===== config.mk =====
export PLATFORM = sky130hd
export DESIGN_NAME = bitserial_sym_fir
export DESIGN_NICKNAME = d
export VERILOG_FILES = /design/src/rtl/bsfir_pkg.sv /design/src/rtl/bsfir_ctrl.sv /design/src/rtl/bsfir_datapath.sv /design/src/rtl/bitserial_sym_fir.sv
export SDC_FILE = /design/constraint.sdc
export NUM_CORES = 1
export LEC_CHECK = 0
export BUFFER_PORTS_ARGS = -buffer_cell sky130_fd_sc_hd__buf_2
export CAP_MARGIN = 15
export CELL_PAD_IN_SITES_DETAIL_PLACEMENT = 0
export CELL_PAD_IN_SITES_GLOBAL_PLACEMENT = 1
export CORE_ASPECT_RATIO = 0.9
export CORE_MARGIN = 3
export CORE_UTILIZATION = 52
export CTS_CLUSTER_SIZE = 30
export DETAILED_ROUTE_END_ITERATION = 7
export GPL_TIMING_DRIVEN = 0
export PLACE_DENSITY_LB_ADDON = 0.1
export SLEW_MARGIN = 20
export SYNTH_ARGS = -nofsm -noshare
export SYNTH_HDL_FRONTEND = slang
export SYNTH_SLANG_ARGS = --single-unit

===== constraint.sdc =====
create_clock -name clk -period 10.9 [get_ports clk]
set_input_delay 2.725 -clock clk [delete_from_list [all_inputs] [get_ports clk]]
set_output_delay 2.725 -clock clk [all_outputs]
set_load 0.1 [all_outputs]

===== src/rtl/bsfir_pkg.sv =====
package bsfir_pkg;
  typedef struct packed {
    logic first;    // clock 0 of a frame
    logic active;   // any clock inside a frame
    logic shiftEn;  // clocks 0..W-1: sample bits are present
    logic lastBit;  // clock W: sign-extension period
  } bsStrobe_t;
endpackage


===== src/rtl/bsfir_ctrl.sv =====
module bsfir_ctrl
  import bsfir_pkg::*;
#(
  parameter int W = 8
) (
  input  logic      clk,
  input  logic      rstN,
  input  logic      sampleStart,
  output bsStrobe_t stb
);
  localparam int CNTW = $clog2(W + 1);

  logic [CNTW-1:0] bitCnt;
  logic            busy;
  logic [CNTW-1:0] period;
  logic            running;

  assign period  = sampleStart ? '0 : bitCnt;
  assign running = sampleStart | busy;

  always_comb begin
    stb.first   = sampleStart;
    stb.active  = running;
    stb.shiftEn = running && (period < CNTW'(W));
    stb.lastBit = running && (period == CNTW'(W));
  end

  always_ff @(posedge clk) begin
    if (!rstN) begin
      bitCnt <= '0;
      busy   <= 1'b0;
    end else if (running && (period < CNTW'(W))) begin
      bitCnt <= period + CNTW'(1);
      busy   <= 1'b1;
    end else begin
      bitCnt <= '0;
      busy   <= 1'b0;
    end
  end


  frame_continue_chk: assert property (@(posedge clk) disable iff (!rstN)
    stb.shiftEn |=> stb.active);

  last_single_chk: assert property (@(posedge clk) disable iff (!rstN)
    stb.lastBit |=> !stb.lastBit);
endmodule


===== src/rtl/bsfir_datapath.sv =====
module bsfir_datapath
  import bsfir_pkg::*;
#(
  parameter int W      = 8,
  parameter int NTAPS  = 7,
  parameter int CW     = 12,
  parameter int NHALF  = (NTAPS + 1) / 2,
  parameter logic [NHALF*CW-1:0] COEF_VEC = '0,
  parameter int OW     = CW + $clog2(NHALF) + 1 + W + 1
) (
  input  logic                 clk,
  input  logic                 rstN,
  input  logic                 dataBit,
  input  bsStrobe_t            stb,
  output logic signed [OW-1:0] yOut,
  output logic                 outValid
);
  localparam int NPAIR = NHALF - 1;
  localparam int NSR   = NTAPS - 1;
  localparam int B     = W + 1;
  localparam int TW    = CW + $clog2(NHALF) + 1;
  localparam int NADDR = 2 ** NHALF;
  localparam int RW    = OW + 2;

  function automatic logic signed [TW-1:0] entrySum(int unsigned addr);
    logic signed [TW-1:0] s;
    logic signed [CW-1:0] c;
    s = '0;
    for (int j = 0; j < NHALF; j++) begin
      c = COEF_VEC[j*CW +: CW];
      if (addr[j]) s = s + TW'(c);
    end
    return s;
  endfunction

  // delay line: one W-bit shift register per older tap
  logic [W-1:0]     taps [NSR];
  logic [NTAPS-1:0] rawBit, heldBit, tapBit;

  assign rawBit[0] = dataBit;
  for (genvar i = 0; i < NSR; i++) begin : g_tap
    assign rawBit[i+1] = taps[i][0];
    always_ff @(posedge clk) begin
      if (!rstN)           taps[i] <= '0;
      else if (stb.shiftEn) taps[i] <= {rawBit[i], taps[i][W-1:1]};
    end
  end

  // sign extension: repeat the last bit seen during the extra period
  always_ff @(posedge clk) begin
    if (!rstN)            heldBit <= '0;
    else if (stb.shiftEn) heldBit <= rawBit;
  end
  assign tapBit = stb.shiftEn ? rawBit : heldBit;

  // folding pre-adders
  logic [NHALF-1:0] addr;
  logic [NPAIR-1:0] carry;
  for (genvar j = 0; j < NPAIR; j++) begin : g_fold
    logic a, b, cin;
    assign a       = tapBit[j];
    assign b       = tapBit[NTAPS-1-j];
    assign cin     = stb.first ? 1'b0 : carry[j];
    assign addr[j] = a ^ b ^ cin;
    always_ff @(posedge clk) begin
      if (!rstN)           carry[j] <= 1'b0;
      else if (stb.active) carry[j] <= (a & b) | (a & cin) | (b & cin);
    end
  end
  assign addr[NHALF-1] = tapBit[NHALF-1];

  // partial-sum table
  logic signed [TW-1:0] lut [NADDR];
  for (genvar k = 0; k < NADDR; k++) begin : g_lut
    assign lut[k] = entrySum(k);
  end

  // scaling accumulator: add at the top, shift right each period
  logic signed [RW-1:0] acc, accBase, term, sumW, accNext;
  always_comb begin
    term    = RW'(lut[addr]);
    if (stb.lastBit) term = -term;
    accBase = stb.first ? '0 : acc;
    sumW    = accBase + (term <<< B);
    accNext = sumW >>> 1;
  end

  always_ff @(posedge clk) begin
    if (!rstN) begin
      acc      <= '0;
      yOut     <= '0;
      outValid <= 1'b0;
    end else begin
      if (stb.active)  acc  <= accNext;
      if (stb.lastBit) yOut <= accNext[OW-1:0];
      outValid <= stb.lastBit;
    end
  end


  valid_after_last_chk: assert property (@(posedge clk) disable iff (!rstN)
    stb.lastBit |=> outValid);

  valid_pulse_chk: assert property (@(posedge clk) disable iff (!rstN)
    outValid |=> !outValid);

  result_hold_chk: assert property (@(posedge clk) disable iff (!rstN)
    !$stable(yOut) |-> outValid);
endmodule


===== src/rtl/bitserial_sym_fir.sv =====
module bitserial_sym_fir
  import bsfir_pkg::*;
#(
  parameter int W      = 8,
  parameter int NTAPS  = 7,
  parameter int CW     = 12,
  parameter logic [((NTAPS+1)/2)*CW-1:0] COEF_VEC = {12'sd511, 12'sd155, -12'sd40, 12'sd3},
  localparam int OW    = CW + $clog2((NTAPS + 1) / 2) + 1 + W + 1
) (
  input  logic                 clk,
  input  logic                 rstN,
  input  logic                 sampleStart,
  input  logic                 dataBit,
  output logic signed [OW-1:0] yOut,
  output logic                 outValid
);
  bsStrobe_t stb;

  bsfir_ctrl #(.W(W)) u_ctrl (
    .clk(clk), .rstN(rstN), .sampleStart(sampleStart), .stb(stb)
  );

  bsfir_datapath #(
    .W(W), .NTAPS(NTAPS), .CW(CW), .NHALF((NTAPS + 1) / 2),
    .COEF_VEC(COEF_VEC), .OW(OW)
  ) u_dp (
    .clk(clk), .rstN(rstN), .dataBit(dataBit), .stb(stb),
    .yOut(yOut), .outValid(outValid)
  );
endmodule


# After elaboration in Yosys (flattened, before gate mapping)
# Memories as Yosys holds them, arrays and structs flattened.
# Index checks and enable logic that the tools add are counted.
dict set report word_totals {
  reg_bits 65
  mem_bits_rw 48
  rom_bits 240
  n_memories 2
}
# memory words word_bits rd rd_clocked_by_memory_dff write_ports line
set mem_list {}
lappend mem_list {{(name not given)} 16 15 1 0 0 bsfir_datapath.sv:81} ;# term = RW'(lut[addr]);
lappend mem_list {u_dp.taps 6 8 6 0 6 bsfir_datapath.sv:37} ;# logic [W-1:0] taps [NSR];
dict set report classes {
  addsub 3
  magnitude_cmp 2
  eq_ne 1
  n_mux 19
  bitwise_logic 29
  reduce_logical 3
}
# cell count
set ops {}
lappend ops {{two-way mux 8 bit} 6}
lappend ops {{two-way mux 15 bit} 2}
lappend ops {{adder 26 bit} 1}
lappend ops {{two-way mux 26 bit} 1}
lappend ops {{two-way mux 17 bit} 1}
lappend ops {{negator 15 -> 17 bit} 1}
lappend ops {{bitwise OR 1 bit} 13}
lappend ops {{AND 1 bit} 9}
lappend ops {{two-way mux 1 bit} 7}
lappend ops {{two-way mux 7 bit} 1}
lappend ops {{bitwise XOR 1 bit} 6}
lappend ops {{greater-or-equal comparator 5 bit (second input constant)} 1}
lappend ops {{NOT 4 -> 5 bit} 1}
lappend ops {{adder 4 x 1 -> 4 bit (second input constant)} 1}
lappend ops {{== test 4 bit (second input constant)} 1}
lappend ops {{less-than comparator 4 bit (second input constant)} 1}
lappend ops {{two-way mux 4 bit} 1}
lappend ops {{logical AND 1 bit} 2}
lappend ops {{AND reduction 2 bit} 1}

# Logic depth before layout (Yosys ltp)
dict set report logic_depth {
  word_depth 13
  mapped_depth 25
  depth_no_buf 23
}

# Hierarchy
# A second synthesis with hierarchy kept.
dict set report hier_totals {
  cells_unflattened 555
  hier_area_um2 5735.5
}
# module n_inst cells_each area_each_um2 seq_area_each_um2
set modules_own_cells {}
lappend modules_own_cells {bsfir_datapath 1 528 5484.0 2622.5}
lappend modules_own_cells {bsfir_ctrl 1 27 251.5 100.1}

# Worst setup path after synthesis
# OpenSTA, ideal clock, no wires.
dict set report synth_timing {
  path_type {input port to flip-flop}
  from {input sampleStart}
  to {register u_dp.acc[21]}
  setup_ns 0.106
  arrival_time_ns 7.290
  t_required_ns 10.794
  slack_ns 3.504
  stages 22
  path_cell_list {buf_2 > nor2_1 > mux2_2 > fa_1 > buf_4 > inv_2 > ha_1 > xnor2_1 > ha_1 > nand2_1 > nor2_1 > nand2_1 > mux2i_4 > a21oi_1 > xnor2_1 > ha_1 > o21a_1 > o21ai_0 > a21boi_0 > nand4_1 > o2bb2ai_1 > o311ai_0}
}
dict set report synth_between {
  elab_chain_len 13
  word_cells_on_any_way 24
  classes_between {add/sub (2); order compare (1); eq/ne (1); mux (9); bitwise (8); reduce/logical (2); memory (1)}
}
# item line
set synth_lines {}
lappend synth_lines {{start, declared} bitserial_sym_fir.sv:12} ;# input logic sampleStart,
lappend synth_lines {{two-way mux 4 bit} bsfir_ctrl.sv:18} ;# assign period = sampleStart ? '0 : bitCnt;
lappend synth_lines {{less-than comparator 4 bit} bsfir_ctrl.sv:24} ;# stb.shiftEn = running && (period < CNTW'(W));
lappend synth_lines {{logical AND 1 bit *} bsfir_ctrl.sv:24}
lappend synth_lines {{two-way mux 7 bit *} bsfir_datapath.sv:54} ;# assign tapBit = stb.shiftEn ? rawBit : heldBit;
lappend synth_lines {{via u_dp.tapBit[2]} bsfir_datapath.sv:38} ;# logic [NTAPS-1:0] rawBit, heldBit, tapBit;
lappend synth_lines {{bitwise XOR 1 bit * (2 in a row)} bsfir_datapath.sv:64} ;# assign addr[j] = a ^ b ^ cin;
lappend synth_lines {{NOT 4 -> 5 bit (implied by the code) *} bsfir_datapath.sv:81}
lappend synth_lines {{memory (16 x 15 bit) *} n/a}
lappend synth_lines {{two-way mux 15 bit (implied by the code) * (2 in a row)} bsfir_datapath.sv:81}
lappend synth_lines {{negator 15 -> 17 bit} bsfir_datapath.sv:82} ;# if (stb.lastBit) term = -term;
lappend synth_lines {{two-way mux 17 bit *} bsfir_datapath.sv:82}
lappend synth_lines {{adder 26 bit *} bsfir_datapath.sv:84} ;# sumW = accBase + (term <<< B);
lappend synth_lines {{end signal, assigned} bsfir_datapath.sv:94} ;# if (stb.active) acc <= accNext;
lappend synth_lines {{end, declared} bsfir_datapath.sv:79} ;# logic signed [RW-1:0] acc, accBase, term, sumW, accNext;
# Mark *: on every way through the listed nets, which the timed path passes. The rest lies on a longest branch. The select of a mux whose other input is x is not followed.
# A chain may end at the register's enable or synchronous reset.

# Final worst setup path
dict set report layout_timing {
  from {input sampleStart}
  to {register u_dp.acc[21]}
}
dict set report layout_between {
  elab_chain_len 13
  word_cells_on_any_way 24
  classes_between {add/sub (2); order compare (1); eq/ne (1); mux (9); bitwise (8); reduce/logical (2); memory (1)}
}
# item line
set layout_lines {}
lappend layout_lines {{two-way mux 4 bit} bsfir_ctrl.sv:18}
lappend layout_lines {{less-than comparator 4 bit} bsfir_ctrl.sv:24}
lappend layout_lines {{logical AND 1 bit} bsfir_ctrl.sv:24}
lappend layout_lines {{two-way mux 7 bit} bsfir_datapath.sv:54}
lappend layout_lines {{bitwise XOR 1 bit (2 in a row)} bsfir_datapath.sv:64}
lappend layout_lines {{NOT 4 -> 5 bit (implied by the code)} bsfir_datapath.sv:81}
lappend layout_lines {{memory (16 x 15 bit)} n/a}
lappend layout_lines {{two-way mux 15 bit (implied by the code) (2 in a row)} bsfir_datapath.sv:81}
lappend layout_lines {{negator 15 -> 17 bit} bsfir_datapath.sv:82}
lappend layout_lines {{two-way mux 17 bit} bsfir_datapath.sv:82}
lappend layout_lines {{adder 26 bit} bsfir_datapath.sv:84}
# Several ways; a longest one is shown, not always the timed one. The select of a mux whose other input is x is not followed.

==> results.json <==
{
  "synth_xor_area_share_pct": 3.167,
  "coreArea_mm2": 0.01055,
  "grt_use_total_pct": 21.51,
  "fillers": 899,
  "final_nets": 661,
  "yosysSeqAreaShare_pct": 46.88,
  "die_h_um": 106.3,
  "setup_viol": 0,
  "combinationalPowerShare_pct": 21.0,
  "hold_viol": 0,
  "cts_tree": "yes",
  "path_buf_inv": 6,
  "drv_slew": 0,
  "required_ns": 11.14,
  "mostFrequentLayoutCells": "nand2_1 (70), dfxtp_1 (64), and2_1 (59)",
  "end_kind": "register",
  "cp_data_arrival_time_ns": 8.51,
  "avgViaCountPerCell": 5.463,
  "grt_max_degree": 33,
  "grt_overflow": 0,
  "vdd_drop_max_mv": 0.07311,
  "path_clk_slew_ns": 0.08,
  "ys_ff_latch": 112,
  "avgSynthCellArea_um2": 9.928,
  "r2r_cells": 22,
  "std_cell_rows": 35,
  "syn_inst": 585,
  "synth_top_family_by_area": "simple AND/OR/NAND/NOR gates",
  "drive_gt1_share_pct": 10.79,
  "yosys.area_share.adder_pct": 7.411,
  "crit_type": "input pin to register",
  "dpl.hpwl_um": 8962,
  "powerDensity_mw_per_mm2": 157.4,
  "synth_flop_cell": "dfxtp_1",
  "cpPeakStageDelay_ns": 0.62,
  "p_clk_share_pct": 32.3,
  "syn_area_mm2": 0.005808,
  "cp_top_family": "adder cells",
  "post-route-period-util_pct": 75.87,
  "synthSimpleGateAreaFrac_pct": 21.09,
  "maxCapViolations": 0,
  "leakage_nw": 2.714,
  "ys_async_sr_fraction_pct": 0,
  "sw_frac_of_total_pct": 29.54,
  "post_drt_wl_per_cell_um": 16.24,
  "post_cts_resized": 0,
  "path_cells": "buf_2 > buf_2 > clkbuf_1 > clkbuf_1 > nor2b_1 > fa_1 > buf_4 > inv_2 > ha_1 > xnor2_1 > ha_1 > nand2_1 > nor2_1 > nand2_1 > mux2i_4 > a21oi_1 > xnor2_1 > ha_1 > o21a_1 > o21ai_0 > a21boi_0 > nand4_1 > o2bb2ai_1 > o311ai_0",
  "htree_levels": 3,
  "drtAntennaViolNets": 0,
  "initial_utilization_pct": 55.03,
  "path_common_cell": "ha_1",
  "synth-edff-count": 48,
  "ys_types": 57,
  "ys_warn_count": 0,
  "synth_nets": 621,
  "fmax_mhz": 120.9,
  "final_common_cell": "nand2_1",
  "cts_setup_buffers": 0,
  "status": "completed",
  "hold_depth": 2,
  "power_mw": 1.015,
  "die_x_um": 117.4,
  "skew_ns": 0.008318,
  "cts_sinks": 112,
  "power.internal_uw": 715.3,
  "rsz0062_at_grt": "no",
  "gp_congestion": 0.9100,
  "drtPass1Iterations": 4,
  "p_sw_uw": 299.9,
  "vias": 4250,
  "grt_pass1_vias": 4204,
  "crit_slowest_cell": "fa_1",
  "fin_crit_ns": 8.270,
  "cts_made_buffers": 9,
  "slew_headroom_pct": 49.99,
  "io_pins": 29,
  "area_growth_pct": 11.07,
  "clockRootBuffer": "clkbuf_16",
  "hold_class": "register to register",
  "port_buffers": 28,
  "fin_setup_tns_ns": 0,
  "antenna_cells": 0,
  "start_kind": "input pin",
  "routed_wirelength_um": 12640,
  "worst_slew_pin_slew_ns": 0.7502,
  "worst-path-stages": 24,
  "drc": 0,
  "cts_hold_buf": 0,
  "drt-initial-drc-count": 370,
  "crit_fanout": 10,
  "synth_compound_gate_area_share_pct": 14.00,
  "muxShareOfSynthArea_pct": 4.502,
  "grt_first_pass_wirelength_um": 21400,
  "antenna_found_initial": 0,
  "pwr-share-seq_pct": 46.7,
  "cts_max_path_buffers": 2,
  "clk_latency_ns": 0.35,
  "die-area_mm2": 0.01247
}
worst reg2reg max path: cells and delay by family (launching register included):
family / cells / cell delay, ns
AOI/OAI and AO/OA: 6 / 1.31
buffers and inverters: 2 / 0.27
muxes: 2 / 0.66
DFF: 1 / 0.43
adders and majority gates: 4 / 1.69
xor gates and xnor gates: 2 / 0.42
and+or+nand+nor: 6 / 1.04
metrics by stage:
step / std cells / hold slack [ns] / setup slack [ns] / utilization [%] / area (um^2)
after floorplan: 585 / 0.4220 / 3.504 / - / 5808
after global placement: 761 / 0.4374 / 2.459 / 58.12 / 6133
after detailed placement: 762 / 0.4439 / 2.367 / 58.33 / 6156
after CTS: 778 / 0.4545 / 2.710 / 61.13 / 6451
after global routing: 778 / 0.4690 / 2.114 / 61.13 / 6451
final: 778 / 0.4501 / 2.630 / 61.13 / 6451
per-layer routing:
| metal | routed length [um] | GRT usage [%] | vias to the layer above |
|---|---|---|---|
| met4 | 175 | 5.946 | 0 |
| met1 | 6462 | 31.63 | 2036 |
| met2 | 5350 | 32.84 | 84 |
| met3 | 647 | 3.777 | 13 |
| li1 | - | - | 2117 |
| met5 | 0 | 0 | - |
synth_stat cells (3+ instances only):
cell,count,share of area [%]
inv_1,16,1.0
nor2b_1,29,3.1
clkbuf_1,24,1.6
nand2_1,71,4.6
o21ai_0,21,1.8
a211oi_1,3,0.39
a21o_1,6,0.78
o211ai_1,6,0.78
o31ai_1,3,0.39
dfxtp_1,64,22
fa_1,4,1.4
xor2_1,8,1.2
xnor2_1,13,2.0
nor2_1,28,1.8
mux2_2,7,1.4
a21oi_1,19,1.6
nand4_1,9,0.97
and2_1,59,6.4
ha_1,28,6.0
nand3_1,23,2.0
o211a_1,3,0.52
a21boi_0,26,3.4
a31oi_1,3,0.32
o21a_1,9,1.2
mux2i_1,16,2.8
and3_1,3,0.32
edfxtp_1,48,25
sequential cells by signal (all words and copies together), names as in the netlist:
signal	count
u_dp.taps	48
u_dp.acc	24
u_dp.yOut	24
u_dp.heldBit	7
u_ctrl.bitCnt	4
u_dp.carry	3
u_ctrl.busy	1
u_dp.outValid	1
logic make-up (layout without fill, tap and decap cells):
group / after synthesis / in the layout
fa+ha+maj: 32 / 32
mux: 24 / 24
buf+inv: 44 / 89
flops: 112 / 112
xor+xnor: 21 / 21
compound gates: 115 / 115
simple gates: 237 / 237
area by class of cell:
type                    instances  area, um^2  share of cell area [%]
flip-flops and latches        112        2723                   42.20
plain buffers                  27       107.6                   1.668
well taps                     148       185.2                   2.870
clock buffers                  11       242.7                   3.763
repair buffers                 29       160.2                   2.483
multi-input cells             429        2917                   45.21
clock inverters                 5       52.55                  0.8146
inverters                      17       63.81                  0.9891
power groups by stage:
stage	clock, mW	sequential, mW	combinational, mW
finish	0.328	0.474	0.213
global placement	0	0.483	0.205
global route	0.351	0.477	0.240
detailed placement	0	0.483	0.210
floorplan	0	0.480	0.165
CTS	0.336	0.474	0.211
worst paths after layout:
kind | startpoint | end | slack [ns]
worst max-delay path | sampleStart | u_dp.acc[21]$_SDFFE_PN0P_ | 2.63
worst min-delay path | u_ctrl.bitCnt[1]$_SDFF_PN0_ | u_ctrl.bitCnt[3]$_SDFF_PN0_ | 0.45
worst max register to register | u_ctrl.bitCnt[3]$_SDFF_PN0_ | u_dp.acc[21]$_SDFFE_PN0P_ | 4.97
worst min register to register | u_ctrl.bitCnt[1]$_SDFF_PN0_ | u_ctrl.bitCnt[3]$_SDFF_PN0_ | 0.45
Note: power is estimated with default switching activity, not from simulation.
